===== src/rtl/pic_pkg.sv =====
package pic_pkg;
  localparam logic [2:0] ADDR_TRIG0 = 3'd3;
  localparam logic [2:0] ADDR_CFG   = 3'd6;
  localparam logic [2:0] ADDR_EOI   = 3'd7;
  localparam int NCTL = 3;
endpackage


===== src/rtl/pic_regs.sv =====
module pic_regs import pic_pkg::*; #(
  parameter int N = 8
) (
  input  logic                     clk,
  input  logic                     rst_n,
  input  logic                     wr_en_i,
  input  logic [2:0]               wr_addr_i,
  input  logic [N-1:0]             wr_data_i,
  output logic [NCTL-1:0][N-1:0]   mask_o,
  output logic [NCTL-1:0][N-1:0]   trig_o,
  output logic                     chan_mode_o,
  output logic [NCTL-1:0]          glob_lvl_o,
  output logic [1:0]               slv_dis_o,
  output logic [NCTL-1:0]          eoi_o
);
  logic [NCTL-1:0][N-1:0] mask_q, trig_q;
  logic                   mode_q;
  logic [NCTL-1:0]        glob_q;
  logic [1:0]             dis_q;

  always_ff @(posedge clk) begin
    if (!rst_n) begin
      mask_q <= '0;
      trig_q <= '0;
      mode_q <= 1'b0;
      glob_q <= '0;
      dis_q  <= '0;
    end else if (wr_en_i) begin
      if (wr_addr_i < ADDR_TRIG0)
        mask_q[wr_addr_i[1:0]] <= wr_data_i;
      else if (wr_addr_i < ADDR_CFG)
        trig_q[wr_addr_i - ADDR_TRIG0] <= wr_data_i;
      else if (wr_addr_i == ADDR_CFG) begin
        mode_q <= wr_data_i[0];
        glob_q <= wr_data_i[3:1];
        dis_q  <= wr_data_i[5:4];
      end
    end
  end

  generate
    for (genvar c = 0; c < NCTL; c++) begin : g_eoi
      assign eoi_o[c] = wr_en_i && (wr_addr_i == ADDR_EOI) && (wr_data_i[1:0] == 2'(c));
    end
  endgenerate

  assign mask_o      = mask_q;
  assign trig_o      = trig_q;
  assign chan_mode_o = mode_q;
  assign glob_lvl_o  = glob_q;
  assign slv_dis_o   = dis_q;
endmodule


===== src/rtl/pic_unit.sv =====
module pic_unit #(
  parameter int N = 8
) (
  input  logic                 clk,
  input  logic                 rst_n,
  input  logic [N-1:0]         req_i,
  input  logic [N-1:0]         lvl_i,
  input  logic [N-1:0]         mask_i,
  input  logic                 ack_i,
  input  logic                 eoi_i,
  output logic                 int_o,
  output logic [$clog2(N)-1:0] win_o
);
  localparam int IW = $clog2(N);

  logic [N-1:0]  irr, isr, prev, pend, rise, ackbit, eoibit, irr_n;
  logic          pf, sf;
  logic [IW-1:0] pw, sw;

  always_comb begin
    pend = irr & ~mask_i;
    pf = 1'b0; pw = '0; sf = 1'b0; sw = '0;
    for (int i = N-1; i >= 0; i--) begin
      if (pend[i]) begin pf = 1'b1; pw = IW'(i); end
      if (isr[i])  begin sf = 1'b1; sw = IW'(i); end
    end
    int_o = pf && (!sf || (pw < sw));
    ackbit = '0;
    if (ack_i && int_o) ackbit[pw] = 1'b1;
    eoibit = '0;
    if (eoi_i && sf) eoibit[sw] = 1'b1;
    rise = req_i & ~prev;
    for (int i = 0; i < N; i++)
      irr_n[i] = lvl_i[i] ? req_i[i]
                          : (req_i[i] & ((irr[i] & ~ackbit[i]) | rise[i]));
  end

  assign win_o = pw;

  always_ff @(posedge clk) begin
    if (!rst_n) begin
      irr  <= '0;
      isr  <= '0;
      prev <= '0;
    end else begin
      irr  <= irr_n;
      isr  <= (isr & ~eoibit) | ackbit;
      prev <= req_i;
    end
  end

  p_req_needs_input_r2: assert property (@(posedge clk) disable iff (!rst_n)
    (irr & ~$past(req_i)) == '0);

  p_ack_to_service_r7: assert property (@(posedge clk) disable iff (!rst_n)
    (ack_i && int_o) |=> isr[$past(win_o)]);

  p_eoi_clears_one_r9: assert property (@(posedge clk) disable iff (!rst_n)
    (eoi_i && !(ack_i && int_o) && isr != '0) |=>
      ($countones(isr) == $countones($past(isr)) - 1));
endmodule


===== src/rtl/pic_cascade.sv =====
module pic_cascade import pic_pkg::*; #(
  parameter int N    = 8,
  parameter int CAS1 = 2,
  parameter int CAS2 = 5,
  parameter int BYP1 = 3,
  parameter int BYP2 = 5
) (
  input  logic                 clk,
  input  logic                 rst_n,
  input  logic [N-3:0]         irq_mst_i,
  input  logic [N-1:0]         irq_s1_i,
  input  logic [N-1:0]         irq_s2_i,
  input  logic                 wr_en_i,
  input  logic [2:0]           wr_addr_i,
  input  logic [N-1:0]         wr_data_i,
  input  logic                 ack_i,
  output logic                 int_o,
  output logic                 ack_vld_o,
  output logic                 ack_spur_o,
  output logic [1:0]           ack_src_o,
  output logic [$clog2(N)-1:0] ack_chan_o
);
  localparam int IW = $clog2(N);

  logic [NCTL-1:0][N-1:0]  mask, trig, req, lvl;
  logic                    chan_mode;
  logic [NCTL-1:0]         glob_lvl, eoi, uint, uack;
  logic [1:0]              slv_dis;
  logic [NCTL-1:0][IW-1:0] win;
  logic                    casc1, casc2, spur;

  pic_regs #(.N(N)) u_regs (
    .clk(clk), .rst_n(rst_n), .wr_en_i(wr_en_i), .wr_addr_i(wr_addr_i),
    .wr_data_i(wr_data_i), .mask_o(mask), .trig_o(trig),
    .chan_mode_o(chan_mode), .glob_lvl_o(glob_lvl), .slv_dis_o(slv_dis),
    .eoi_o(eoi)
  );

  assign req[1] = irq_s1_i;
  assign req[2] = irq_s2_i;

  generate
    for (genvar c = 0; c < N; c++) begin : g_mreq
      if (c == CAS1) begin : g_c1
        assign req[0][c] = slv_dis[0] ? irq_s1_i[BYP1] : uint[1];
      end else if (c == CAS2) begin : g_c2
        assign req[0][c] = slv_dis[1] ? irq_s2_i[BYP2] : uint[2];
      end else begin : g_dir
        localparam int J = c - ((c > CAS1) ? 1 : 0) - ((c > CAS2) ? 1 : 0);
        assign req[0][c] = irq_mst_i[J];
      end
    end
    for (genvar u = 0; u < NCTL; u++) begin : g_unit
      pic_unit #(.N(N)) u_ctl (
        .clk(clk), .rst_n(rst_n), .req_i(req[u]), .lvl_i(lvl[u]),
        .mask_i(mask[u]), .ack_i(uack[u]), .eoi_i(eoi[u]),
        .int_o(uint[u]), .win_o(win[u])
      );
    end
  endgenerate

  always_comb begin
    for (int u = 0; u < NCTL; u++)
      lvl[u] = chan_mode ? trig[u] : {N{glob_lvl[u]}};
    if (!slv_dis[0]) lvl[0][CAS1] = 1'b1;
    if (!slv_dis[1]) lvl[0][CAS2] = 1'b1;
    casc1   = (win[0] == IW'(CAS1)) && !slv_dis[0];
    casc2   = (win[0] == IW'(CAS2)) && !slv_dis[1];
    spur    = !uint[0] || (casc1 && !uint[1]) || (casc2 && !uint[2]);
    uack[0] = ack_i && !spur;
    uack[1] = uack[0] && casc1;
    uack[2] = uack[0] && casc2;
  end

  assign int_o = uint[0];

  always_ff @(posedge clk) begin
    if (!rst_n) begin
      ack_vld_o  <= 1'b0;
      ack_spur_o <= 1'b0;
      ack_src_o  <= '0;
      ack_chan_o <= '0;
    end else begin
      ack_vld_o  <= ack_i;
      ack_spur_o <= ack_i && spur;
      if (!ack_i) begin
        ack_src_o  <= '0;
        ack_chan_o <= '0;
      end else if (spur) begin
        ack_src_o  <= 2'd0;
        ack_chan_o <= IW'(N-1);
      end else if (casc1) begin
        ack_src_o  <= 2'd1;
        ack_chan_o <= win[1];
      end else if (casc2) begin
        ack_src_o  <= 2'd2;
        ack_chan_o <= win[2];
      end else begin
        ack_src_o  <= 2'd0;
        ack_chan_o <= win[0];
      end
    end
  end

  p_spurious_r8: assert property (@(posedge clk) disable iff (!rst_n)
    (ack_i && !int_o) |=> (ack_vld_o && ack_spur_o));

  p_valid_pulse_r8: assert property (@(posedge clk) disable iff (!rst_n)
    ack_vld_o |-> $past(ack_i));

  p_bypass_source_r10: assert property (@(posedge clk) disable iff (!rst_n)
    (ack_i && slv_dis == 2'b11) |=> (ack_src_o == 2'd0));
endmodule


===== config.mk =====
export PLATFORM = sky130hd
export DESIGN_NAME = pic_cascade
export DESIGN_NICKNAME = d
export VERILOG_FILES = /design/src/rtl/pic_pkg.sv /design/src/rtl/pic_regs.sv /design/src/rtl/pic_unit.sv /design/src/rtl/pic_cascade.sv
export SDC_FILE = /design/constraint.sdc
export NUM_CORES = 1
export LEC_CHECK = 0
export ABC_CLOCK_PERIOD_IN_PS = 3280
export BUFFER_PORTS_ARGS = -buffer_cell sky130_fd_sc_hd__clkbuf_2
export CORE_MARGIN = 2
export CORE_UTILIZATION = 60
export DETAILED_ROUTE_END_ITERATION = 7
export PLACE_DENSITY = 0.86
export RECOVER_POWER = 50
export SETUP_SLACK_MARGIN = 0.4
export SYNTH_ARGS = -nofsm -noshare
export SYNTH_HDL_FRONTEND = slang
export SYNTH_SLANG_ARGS = --single-unit

===== constraint.sdc =====
create_clock -name clk -period 3.28 [get_ports clk]
set_input_delay 0.328 -clock clk [delete_from_list [all_inputs] [get_ports clk]]
set_output_delay 0.328 -clock clk [all_outputs]
set_load 0.005 [all_outputs]

After elaboration in Yosys (flattened, before gate mapping)

Cells that the tools add are included.

Bits in registers: 133
Output and inout port bits: 8
Logic and storage cells: 378

Add/sub/neg operators: 1
$lt $le $gt $ge: 21
Eq/ne operators: 6
Mux-type cells: 156
Bitwise logic cells: 121
Reduce and logical (&&, ||, !) cells: 50

Operators with widths:

| kind               | count |
|---|---|
| $mux 3             | 51 |
| $mux 8             | 11 |
| $mux 1             | 83 |
| $and 8x8->8        | 9 |
| $not 8->8          | 9 |
| $and 1x1->1        | 48 |
| $bwmux 24          | 2 |
| $demux 8 s2        | 2 |
| $logic_and 1x1->1  | 29 |
| $not 1->1          | 28 |
| $lt 3x4->1 const B | 6 |
| $or 1x1->1         | 24 |
| $or 8x8->8         | 3 |
| $ge 3x1->1 const B | 7 |
| $demux 1 s3        | 6 |
| $eq 3x3->1 const B | 3 |
| $logic_not 1->1    | 9 |
| $lt 3x3->1         | 3 |
| $lt 3x3->1 const B | 2 |
| $logic_or 1x1->1   | 5 |
| $reduce_and 2->1   | 2 |
| $reduce_and 4->1   | 1 |
| $reduce_or 4->1    | 1 |
| $eq 3x2->1 const B | 1 |
| 10 further kinds   | 10 |

Longest topological paths before layout

Gate-level depths: netlist of the first run.

Word-level depth: 27
Gate-level depth with buffers: 12

Modules after synthesis

A second synthesis of the first run with hierarchy kept.

Cells, all modules: 743
Area total of the unflattened synthesis: 6560.0 µm²

Modules (own cells, without submodules):

| module      | times used | cells each | area each (µm²) | seq. area each (µm²) |
|---|---|---|---|---|
| pic_unit    | 3          | 146        | 1277.5          | 480.5 |
| pic_regs    | 1          | 210        | 2162.1          | 1081.0 |
| pic_cascade | 1          | 95         | 565.5           | 140.1 |

Least setup slack after synthesis of the first run

No wires, ideal clock.

Kind: register to register
From: register g_unit[1].u_ctl.irr[2]
To: register g_unit[1].u_ctl.isr[2]
Setup time: 87 ps
Data arrival time: 2539 ps
Data required time: 3193 ps
Path slack: 654 ps
Stages on the path, launching flop included: 11
Buffers on the path: 0
Path through: dfxtp_1 nor2b_1 nand2b_1 nor3_1 a21boi_0 ha_1 o21a_1 o22a_1 a2111oi_4 nand2_1 o31ai_1

Longest elaborated chain between the ends: 17
Elaborated cells on any way between the ends: 25
Classes of those cells: order compare (3); mux (9); bitwise (2); reduce/logical (11)

RTL lines:

| element                       | line              | text |
|---|---|---|
| start: declaration            | pic_unit.sv:16    | `logic [N-1:0] irr, isr, prev, pend, rise, ackbit, eoibit, irr_n;` |
| start signal: assignment      | pic_unit.sv:46    | `irr <= irr_n;` |
| $and 8x8->8 *                 | pic_unit.sv:21    | `pend = irr & ~mask_i;` |
| $mux 3 (3 in a row)           | pic_unit.sv:24    | `if (pend[i]) begin pf = 1'b1; pw = IW'(i); end` |
| $lt 3x3->1                    | pic_unit.sv:27    | `int_o = pf && (!sf \|\| (pw < sw));` |
| $logic_or 1x1->1              | pic_unit.sv:27    |  |
| $logic_and 1x1->1             | pic_unit.sv:27    |  |
| $logic_not 1->1               | pic_cascade.sv:69 | `spur = !uint[0] \|\| (casc1 && !uint[1]) \|\| (casc2 && !uint[2]);` |
| $logic_and 1x1->1             | pic_cascade.sv:69 |  |
| $logic_or 1x1->1 (2 in a row) | pic_cascade.sv:69 |  |
| $logic_not 1->1               | pic_cascade.sv:70 | `uack[0] = ack_i && !spur;` |
| $logic_and 1x1->1             | pic_cascade.sv:70 |  |
| $logic_and 1x1->1             | pic_cascade.sv:71 | `uack[1] = uack[0] && casc1;` |
| $logic_and 1x1->1             | pic_unit.sv:29    | `if (ack_i && int_o) ackbit[pw] = 1'b1;` |
| $mux 8 *                      | pic_unit.sv:29    |  |
| $or 8x8->8 *                  | pic_unit.sv:47    | `isr <= (isr & ~eoibit) \| ackbit;` |
| end signal: assignment        | pic_unit.sv:47    |  |
| end: declaration              | pic_unit.sv:16    |  |

Mark *: on every way between the ends. The rest lies on a longest branch, timed or not.
A chain may end at the register's enable or synchronous reset.

Worst setup path in the final report of the first run

From: register u_regs.mask_q (netlist bit u_regs.mask_o[6])
To: output port int_o

Longest elaborated chain between the ends: 12
Elaborated cells on any way between the ends: 19
Classes of those cells: order compare (1); mux (14); bitwise (2); reduce/logical (2)

RTL lines:

| element                          | line              | text |
|---|---|---|
| start: declaration               | pic_regs.sv:16    | `logic [NCTL-1:0][N-1:0] mask_q, trig_q;` |
| start signal: indexed assignment | pic_regs.sv:30    | `mask_q[wr_addr_i[1:0]] <= wr_data_i;` |
| $not 8->8 *                      | pic_unit.sv:21    |  |
| $and 8x8->8 *                    | pic_unit.sv:21    |  |
| $mux 3 (7 in a row)              | pic_unit.sv:24    |  |
| $lt 3x3->1                       | pic_unit.sv:27    |  |
| $logic_or 1x1->1                 | pic_unit.sv:27    |  |
| $logic_and 1x1->1 *              | pic_unit.sv:27    |  |
| end: declaration                 | pic_cascade.sv:17 | `output logic int_o,` |

Marked as above.

==> results of run 1 <==
[worst max-delay path, cell delays in order, from the launching register on]
cell and delay [ns]:
dfxtp_1 0.32, nand2b_2 0.22, nand2_2 0.11, nand2_2 0.10, a21oi_4 0.16, ha_1 0.25
o21a_1 0.20, o22ai_2 0.14, a31o_2 0.16, nand2_2 0.12, inv_1 0.08, clkbuf_2 0.11
[cell type report]
type	instances	area [um^2]
clock buffer	23	457
clock inverter	8	149
fill	687	2660
inverter	17	63.8
multi-input combinational	538	3320
sequential	133	2660
tap	133	166
timing repair buffer	56	300
[cell usage in the layout (no fill, tap or decap), drive strengths merged, types with 22 or more instances in the layout]
cell type / n
nand2: 116
nand3: 29
nor2: 80
nor2b: 22
mux2i: 38
clkbuf: 68
dfxtp: 133
a21oi: 34
o21ai: 28
[sequential cells by signal, summed over array words and instances (netlist names)]
register / flops
g_unit.u_ctl.isr: 24
u_regs.glob_lvl_o: 3
u_regs.slv_dis_o: 2
u_regs.trig_o: 24
ack_spur_o: 1
ack_chan_o: 3
ack_src_o: 2
ack_vld_o: 1
u_regs.mask_o: 24
g_unit.u_ctl.prev: 24
u_regs.chan_mode_o: 1
g_unit.u_ctl.irr: 24
[repair_timing]
item / 4_1_cts / 5_1_grt
gates resized for setup: 8 / 19
pin swaps: 2 / 2
hold buffers: 1 / 0
endpoints found under the hold margin: 1 / 0
setup buffers: 3 / 3
setup endpoints to repair: 12 / 31
[power by group through the flow]
| stage | registers (mW) | logic, mW | clock network, mW |
|---|---|---|---|
| finish | 1.73 | 0.626 | 1.95 |
| global route | 1.74 | 0.674 | 2.03 |
| CTS | 1.73 | 0.574 | 1.96 |
| detailed placement | 1.76 | 0.536 | 0 |
| global placement | 1.76 | 0.519 | 0 |
| floorplan | 1.75 | 0.387 | 0 |
[cell families after synthesis]
family                     count (synthesis)  share of synthesized area
and+or+nand+nor                          339                      0.270
buffers and inverters                     46                     0.0300
muxes                                     38                     0.0629
AOI/OAI and AO/OA                        154                      0.182
adders and majority gates                  7                     0.0145
DFF                                      133                      0.440
[worst max path at each step]
stage                              to  cells after the start
3_5_place_dp   g_unit[2].u_ctl.irr[6]                     11
2_1_floorplan  g_unit[1].u_ctl.isr[2]                     10
4_1_cts                         int_o                     11
3_3_place_gp   g_unit[2].u_ctl.irr[6]                     10
6_report                        int_o                     11
5_1_grt        g_unit[1].u_ctl.isr[0]                     10
[synthesized netlist by cell type, drive strengths merged (2+ instances only)]
cell type,n
a22oi,4
a31oi,8
a41oi,7
o41ai,6
o31ai,16
mux2i,38
o211ai,3
a2111oi,3
dfxtp,133
o31a,3
a31o,3
o21a,12
or3,7
and2b,4
a21boi,7
nor3,16
nand2b,20
o21bai,3
and2,20
inv,16
nand4,9
nand2,116
or2,4
o22ai,5
o311ai,2
nor2b,22
o21ai,28
and3,5
ha,7
a21oi,34
buf,5
nand3,29
clkbuf,24
nor4,3
nor2,80
[per-layer routing]
metal | routed length, um | GRT usage | part of all wire
met5 | 0 | 0 | 0
met4 | 636 | 0.124 | 0.038
met3 | 1590 | 0.0627 | 0.094
met2 | 7610 | 0.489 | 0.45
met1 | 7030 | 0.418 | 0.42
[metrics by stage]
step,util,cells,hold slack (ns),cell area [um^2]
after detailed placement,0.650,870,0.433,6350
after global placement,0.650,870,0.419,6350
final,0.728,908,0.0240,7110
after global routing,0.728,908,0.0275,7110
after floorplan,-,717,0.411,6040
after CTS,0.719,905,0.0109,7030
==> impl_metrics.yaml, run 1 <==
outcome:
  outcome: "finished with violations"
  failed_checks: "capacitance limit, slew limit"
pwr:
  switching_share: 0.259
  pwr-share-comb: 0.145
  p_int_mw: 3.19
  power.sequential.fraction: 0.402
  power_density_nw_per_um2: 605
  vdd.ir_drop.worst_mv: 0.362
  p_leak_nw: 2.86
  power.net_switching_mw: 1.12
  clockPowerShare: 0.453
  finalPower_mw: 4.31
die:
  starting_density_of_the_core: 0.618
  floorplan.rows: 36
  die_y_um: 104
  placeableCoreArea_um2: 9770
  floorplan.io_pins: 45
  design.die.area_um2: 10900
  chipWidth_um: 104
timing:
  fmax_mhz: 354
  rsz0062_at_grt: "false"
  tns_ns: 0
  finalHoldViolations: 0
  final-max-slew-violation-count: 43
  finalWorstPathRequiredPeriod_ns: 2.82
  worst_clock_skew_ns: 0.0109
  setup_viol: 0
  post-route-worst-setup-slack_ns: 0.457
  worst_slew_pin_slew_ns: 1.92
  slew-limit-headroom: -0.282
  final_period_utilization: 0.861
logic_synthesis:
  post_synth_num_cell_types: 69
  yosysWarningCount: 0
  synth-async-reset-ratio: 0
  ys_seq_area_frac: 0.440
  synth.area.top_cells: "dfxtp_1, nand2_1, mux2i_1"
  avgSynthCellArea_um2: 8.43
  synthCells: 717
  synth_top_flop_cell: "dfxtp_1"
  post-synth-top-area-fraction: 0.440
  synthesis.nets: 761
  yosys.area.top_type: "dfxtp_1"
  synth_edf_count: 0
  syn_area_um2: 6040
  yosys_register_bits: 133
setup_path:
  timing.critical_path.required_ns: 2.95
  end_kind: "output port"
  capture_instance_of_the_worst_register_to_register_path: "g_unit[1].u_ctl.isr[0]"
  worst_r2r_startpoint: "g_unit[1].u_ctl.irr[4]"
  startpoint_class: "flip-flop"
  crit_path_max_fanout: 5
  critPathLaunch: "u_regs.mask_o[6]"
  ff2ff_setup_slack_ns: 0.48
  critPathArrivalTime_ns: 2.50
  worst-r2r-cell-count: 10
  setup.worst_path.class: "reg2out"
grt:
  first_global_vias: 5280
  track_usage: 0.310
  grt_max_degree: 72
  grt_overflow: 0
  grt_first_pass_wirelength_mm: 26.8
  grt_antenna_before_repair: 0
cts:
  cts-buffers-inserted: 17
  cts.htree.levels: 4
  cts.sink_count: 133
  cts.path.max_buffers: 2
  clk_root_buffer_cell: "clkbuf_8"
  worstSkewPairLatency_ns: 0.54
  cts_tree: "built"
  cts.reportedPaths.clkPinSlew_ns: 0.06
placement:
  detailed_place_hpwl_mm: 11.0
  port-buffer-count: 44
  finalWeightedCongestion: 0.975
  placement.setup.worst_slack_ns: 0.316
finish:
  fin_nets: 807
  layout-area-overhead-vs-synth_pct: 17.7
  insertedDiodeCount: 0
  layout-drive-gt1-share: 0.147
detailed_routing:
  drc: 0
  route.final.wire_length_mm: 16.9
  detail-route-antenna-nets: 0
  dr.pass1.iters: 7
  vias: 5651
  routedWlPerCell_um: 18.6
  route.detailed.vias_per_inst: 6.22
  first_iter_violations: 612
hold_path:
  hold_class: "in2reg"
  hold_sp: "irq_s2_i[2]"
  min_delay_worst_endpoint: "g_unit[2].u_ctl.prev[2]"
  holdPathStages: 3
flow_run:
  cap_viol_max_count: 1
Note: power is estimated with default switching activity, not from simulation.
==> run 2, diff against run 1 <==
--- a/config.mk
+++ b/config.mk
@@ -10,7 +10,7 @@
 export CORE_MARGIN = 2
 export CORE_UTILIZATION = 60
 export DETAILED_ROUTE_END_ITERATION = 7
-export PLACE_DENSITY = 0.86
+export PLACE_DENSITY = 0.8
 export RECOVER_POWER = 50
 export SETUP_SLACK_MARGIN = 0.4
 export SYNTH_ARGS = -nofsm -noshare
==> impl_metrics.yaml, run 2 (synthesized netlist as in run 1, its figures left out) <==
finish:
  layout-area-overhead-vs-synth_pct: 17.2
  layout-drive-gt1-share: 0.154
  insertedDiodeCount: 0
  layout.cells.most_common: "dfxtp_1"
  fin_nets: 809
  layout_common_cells: "dfxtp_1, nand2_1, nor2_1, mux2i_1, clkbuf_2"
  fin_area_um2: 7090
detailed_routing:
  route.final.wire_length_mm: 16.5
  vias: 5539
  dr.pass1.iters: 5
  detail-route-antenna-nets: 0
  met1Wirelength_mm: 7.22
  met2RoutedLength_mm: 7.53
  routedWlPerCell_um: 18.1
  first_iter_violations: 376
  drc: 0
  highest-signal-layer: "met4"
  route.detailed.vias_per_inst: 6.08
  dr_wl_met3_mm: 1.18
cts:
  cts.path.max_buffers: 2
  cts.reportedPaths.clkPinSlew_ns: 0.06
  cts.htree.levels: 4
  clk_root_buffer_cell: "clkbuf_8"
  cts-buffers-inserted: 17
  cts.sink_count: 133
  worstSkewPairLatency_ns: 0.54
  cts_tree: "built"
timing:
  finalWorstPathRequiredPeriod_ns: 2.77
  final-max-slew-violation-count: 43
  hold-worst-slack_ns: 0.0104
  worst_slew_pin_slew_ns: 1.99
  worst_clock_skew_ns: 0.00716
  setup_viol: 0
  slew-limit-headroom: -0.327
  final_period_utilization: 0.846
  finalHoldViolations: 0
  rsz0062_at_grt: "false"
  tns_ns: 0
  fmax_mhz: 360
setup_path:
  worst_r2r_startpoint: "g_unit[1].u_ctl.irr[4]"
  end_kind: "output port"
  critPathArrivalTime_ns: 2.45
  worst-r2r-cell-count: 10
  timing.critical_path.required_ns: 2.95
  setup.worst_path.class: "reg2out"
  crit_path_max_fanout: 5
  startpoint_class: "flip-flop"
  cp-endpoint: "int_o"
  ff2ff_setup_slack_ns: 0.52
  capture_instance_of_the_worst_register_to_register_path: "g_unit[1].u_ctl.isr[4]"
  critPathLaunch: "u_regs.mask_o[4]"
grt:
  grt_max_degree: 44
  grt_first_pass_wirelength_mm: 26.6
  first_global_vias: 5302
  grt_antenna_before_repair: 0
  track_usage: 0.308
  grt_overflow: 0
pwr:
  power_density_nw_per_um2: 581
  vdd.ir_drop.worst_mv: 0.534
  p_leak_nw: 2.84
  finalPower_mw: 4.12
placement:
  dpl-instance-area_um2: 6350
  detailed_place_hpwl_mm: 11.1
  finalWeightedCongestion: 0.922
  port-buffer-count: 44
die:
  placeableCoreArea_um2: 9770
  design.die.area_um2: 10900
  die_y_um: 104
  floorplan.io_pins: 45
  floorplan.rows: 36
  chipWidth_um: 104
  starting_density_of_the_core: 0.618
flow_run:
  cap_viol_max_count: 1
outcome:
  failed_checks: "capacitance limit, slew limit"
  outcome: "finished with violations"
hold_path:
  hold_class: "in2reg"
-- run 2: changes by cell type in the layout (fill, tap and decap cells not counted), sizes merged --
cell      delta
clkbuf       -4
inv          +4
clkinvlp     +2
clkinv       +3
buf          +1
bufinv       -3
-- run 2: report_power, final --
group | internal [mW] | switching, mW
Combinational | 0.238 | 0.383
Sequential | 1.68 | 0.0437
Clock | 1.03 | 0.737
-- run 2: critical path, cell delays in order, from the launching register on --
cell and delay (ns):
dfxtp_1 0.31, nand2b_1 0.17, and2_4 0.19, nand2_2 0.13, a21oi_4 0.08, ha_1 0.29
o21a_1 0.20, o22ai_2 0.11, a31o_2 0.16, nand2_2 0.10, inv_1 0.07, clkbuf_2 0.10
-- run 2: metal layers --
metal,global-route usage,up-vias
met5,0,-
met4,0.142,0
met3,0.0639,57
met2,0.487,259
met1,0.403,2607
li1,-,2616
-- run 2: stage by stage --
stage                     setup slack (ns)  cells   util
final                                0.505    911  0.725
after global routing                 0.378    911  0.725
after CTS                            0.372    905  0.713
after detailed placement             0.214    870  0.650
after global placement               0.292    870  0.650
after floorplan                      0.654    717      -
-- run 2: layout make-up --
type                    count  area (um^2)
multi-input cells         538         3330
clock inverters            14          128
well taps                 133          166
fillers                   762         2690
repair buffers             58          310
clock buffers              18          428
flip-flops and latches    133         2660
inverters                  17         63.8
-- run 2: worst min-delay path by stage --
stage	startpoint	end	cells after the start
floorplan	g_unit[0].u_ctl.prev[0]	g_unit[0].u_ctl.irr[0]	1
global placement	g_unit[0].u_ctl.prev[6]	g_unit[0].u_ctl.irr[6]	1
detailed placement	g_unit[0].u_ctl.prev[6]	g_unit[0].u_ctl.irr[6]	1
CTS	irq_s2_i[2]	g_unit[2].u_ctl.prev[2]	3
global route	irq_s1_i[4]	g_unit[1].u_ctl.prev[4]	2
finish	irq_s2_i[2]	g_unit[2].u_ctl.prev[2]	3
-- run 2: timing repair --
| item | CTS | global route |
|---|---|---|
| setup buffers | 2 | 6 |
| pin swaps | 2 | 4 |
| hold endpoints to repair | 1 | 0 |
| gates resized for setup | 7 | 21 |
| setup endpoints to repair | 22 | 34 |
| hold buffers | 1 | 0 |
==> run 3, diff against run 2 <==
--- a/config.mk
+++ b/config.mk
@@ -5,12 +5,12 @@
 export SDC_FILE = /design/constraint.sdc
 export NUM_CORES = 1
 export LEC_CHECK = 0
-export ABC_CLOCK_PERIOD_IN_PS = 3280
+export ABC_CLOCK_PERIOD_IN_PS = 2500
 export BUFFER_PORTS_ARGS = -buffer_cell sky130_fd_sc_hd__clkbuf_2
 export CORE_MARGIN = 2
-export CORE_UTILIZATION = 60
+export CORE_UTILIZATION = 54
 export DETAILED_ROUTE_END_ITERATION = 7
-export PLACE_DENSITY = 0.8
+export PLACE_DENSITY = 0.76
 export RECOVER_POWER = 50
 export SETUP_SLACK_MARGIN = 0.4
 export SYNTH_ARGS = -nofsm -noshare
==> constraint.sdc (replaced) <==
create_clock -name clk -period 2.5 [get_ports clk]
set_input_delay 0.25 -clock clk [delete_from_list [all_inputs] [get_ports clk]]
set_output_delay 0.25 -clock clk [all_outputs]
set_load 0.005 [all_outputs]
==> impl_metrics.yaml, run 3 (synthesized netlist as in run 1, its figures left out) <==
outcome:
  outcome: "finished with violations"
  failed_checks: "capacitance limit, setup timing"
die:
  floorplan.rows: 38
  floorplan.io_pins: 45
  die_y_um: 110
  placeableCoreArea_um2: 10900
  chipWidth_um: 110
  starting_density_of_the_core: 0.555
  design.die.area_um2: 12100
finish:
  layout_common_cells: "dfxtp_1, nand2_1, nor2_1, buf_4, clkbuf_2"
  insertedDiodeCount: 0
  layout.cells.most_common: "dfxtp_1"
  layout-drive-gt1-share: 0.293
  fin_nets: 877
  layout-area-overhead-vs-synth_pct: 36.9
  fill_cells: 716
pwr:
  switching_share: 0.279
  vdd.ir_drop.worst_mv: 0.571
  clockPowerShare: 0.436
  pwr-share-comb: 0.192
  p_leak_nw: 3.37
  p_int_mw: 4.40
  power_density_nw_per_um2: 738
  power.sequential.fraction: 0.372
  power.net_switching_mw: 1.71
  finalPower_mw: 6.10
cts:
  worstSkewPairLatency_ns: 0.55
  cts.path.max_buffers: 2
  cts.sink_count: 133
  cts.htree.levels: 4
  cts-buffers-inserted: 17
  cts.reportedPaths.clkPinSlew_ns: 0.06
  clk_root_buffer_cell: "clkbuf_8"
  cts_tree: "built"
setup_path:
  setup.worst_path.class: "reg2reg"
  end_kind: "flip-flop"
  startpoint_class: "flip-flop"
  crit_path_max_fanout: 4
  critPathArrivalTime_ns: 3.09
  ff2ff_setup_slack_ns: -0.13
  timing.critical_path.required_ns: 2.96
flow_run:
  cap_viol_max_count: 1
detailed_routing:
  routedWlPerCell_um: 18.5
  route.detailed.vias_per_inst: 5.87
  route.final.wire_length_mm: 18.2
  vias: 5789
  detail-route-antenna-nets: 0
  dr.pass1.iters: 5
  first_iter_violations: 434
  drc: 0
timing:
  final-max-slew-violation-count: 0
  finalHoldViolations: 0
  slew-limit-headroom: 0.00381
  final_period_utilization: 1.05
  finalWorstPathRequiredPeriod_ns: 2.63
  worst_slew_pin_slew_ns: 1.49
  setup_viol: 25
  rsz0062_at_grt: "true"
  post-route-worst-setup-slack_ns: -0.126
  worst_clock_skew_ns: 0.00901
  fmax_mhz: 381
placement:
  finalWeightedCongestion: 0.908
  detailed_place_hpwl_mm: 11.9
  port-buffer-count: 44
  placement.setup.worst_slack_ns: -0.108
grt:
  grt_first_pass_wirelength_mm: 27.7
  grt_antenna_before_repair: 0
  first_global_vias: 5454
  track_usage: 0.303
  grt_overflow: 0
  grt_max_degree: 43
hold_path:
  hold_class: "in2reg"
-- run 3: cell types whose count changed in the layout (fill, tap and decap cells not counted), sizes merged --
cell,previous run,this run
clkinv,6,4
inv,20,21
dlygate4sd3,1,21
bufinv,1,4
buf,11,58
clkinvlp,4,2
or2,4,5
-- run 3: per-stage QoR --
| step | cell area, um^2 | TNS [ns] | hold WS (ns) | instances | utilization |
|---|---|---|---|---|---|
| 6_report | 8270 | -1.17 | 0.0297 | 986 | 0.760 |
| 5_1_grt | 8270 | -3.09 | 0.0180 | 986 | 0.760 |
| 4_1_cts | 8000 | -0.365 | 0.0182 | 979 | 0.735 |
| 3_5_place_dp | 6880 | -0.387 | 0.429 | 915 | 0.632 |
| 3_3_place_gp | 6880 | -0.0272 | 0.420 | 915 | 0.632 |
| 2_1_floorplan | 6280 | 0 | 0.366 | 717 | - |
-- run 3: worst max-delay path, stage by stage (launching register included) --
cell and delay (ns):
dfxtp_1 0.40, nor2b_4 0.06, or2_4 0.26, nor2_4 0.11, o21a_1 0.19, ha_4 0.21
o21a_1 0.17, o22a_2 0.22, buf_6 0.13, a2111oi_4 0.38, nand2_2 0.16, o31ai_2 0.24
-- run 3: cell type report --
class / count / area, um^2 / area share
multi-input cells: 539 / 3820 / 0.462
flip-flops and latches: 133 / 2680 / 0.324
repair buffers: 125 / 907 / 0.110
clock buffers: 18 / 428 / 0.0517
clock inverters: 14 / 196 / 0.0237
well taps: 140 / 175 / 0.0212
inverters: 17 / 63.8 / 0.00771
-- run 3: path summary, 6_finish.rpt --
path	from	end	cells past startpoint
setup / recovery	u_regs.mask_o[12]	g_unit[1].u_ctl.isr[2]	11
setup reg to reg	u_regs.mask_o[12]	g_unit[1].u_ctl.isr[2]	11
hold reg to reg	g_unit[0].u_ctl.prev[3]	g_unit[0].u_ctl.irr[3]	1
hold / removal	irq_s1_i[3]	g_unit[1].u_ctl.prev[3]	2
-- run 3: power groups by stage --
stage | clock network [mW] | logic, mW | registers (mW)
floorplan | 0 | 0.598 | 2.30
global placement | 0 | 0.888 | 2.31
detailed placement | 0 | 0.905 | 2.31
CTS | 2.66 | 1.04 | 2.27
global route | 2.75 | 1.25 | 2.28
finish | 2.66 | 1.17 | 2.27
-- run 3: repair_timing --
item,CTS,global route
buffers inserted,10,7
hold buffers,21,0
hold endpoints to repair,28,0
cloned,1,0
resized for setup,55,49
setup endpoints to repair,56,57
pin swaps,27,26
-- run 3: layer usage --
layer,GRT usage,vias up,share of wire
li1,-,2759,-
met1,0.409,2730,0.44
met2,0.474,259,0.46
met3,0.0664,41,0.069
met4,0.116,0,0.023
met5,0,-,0
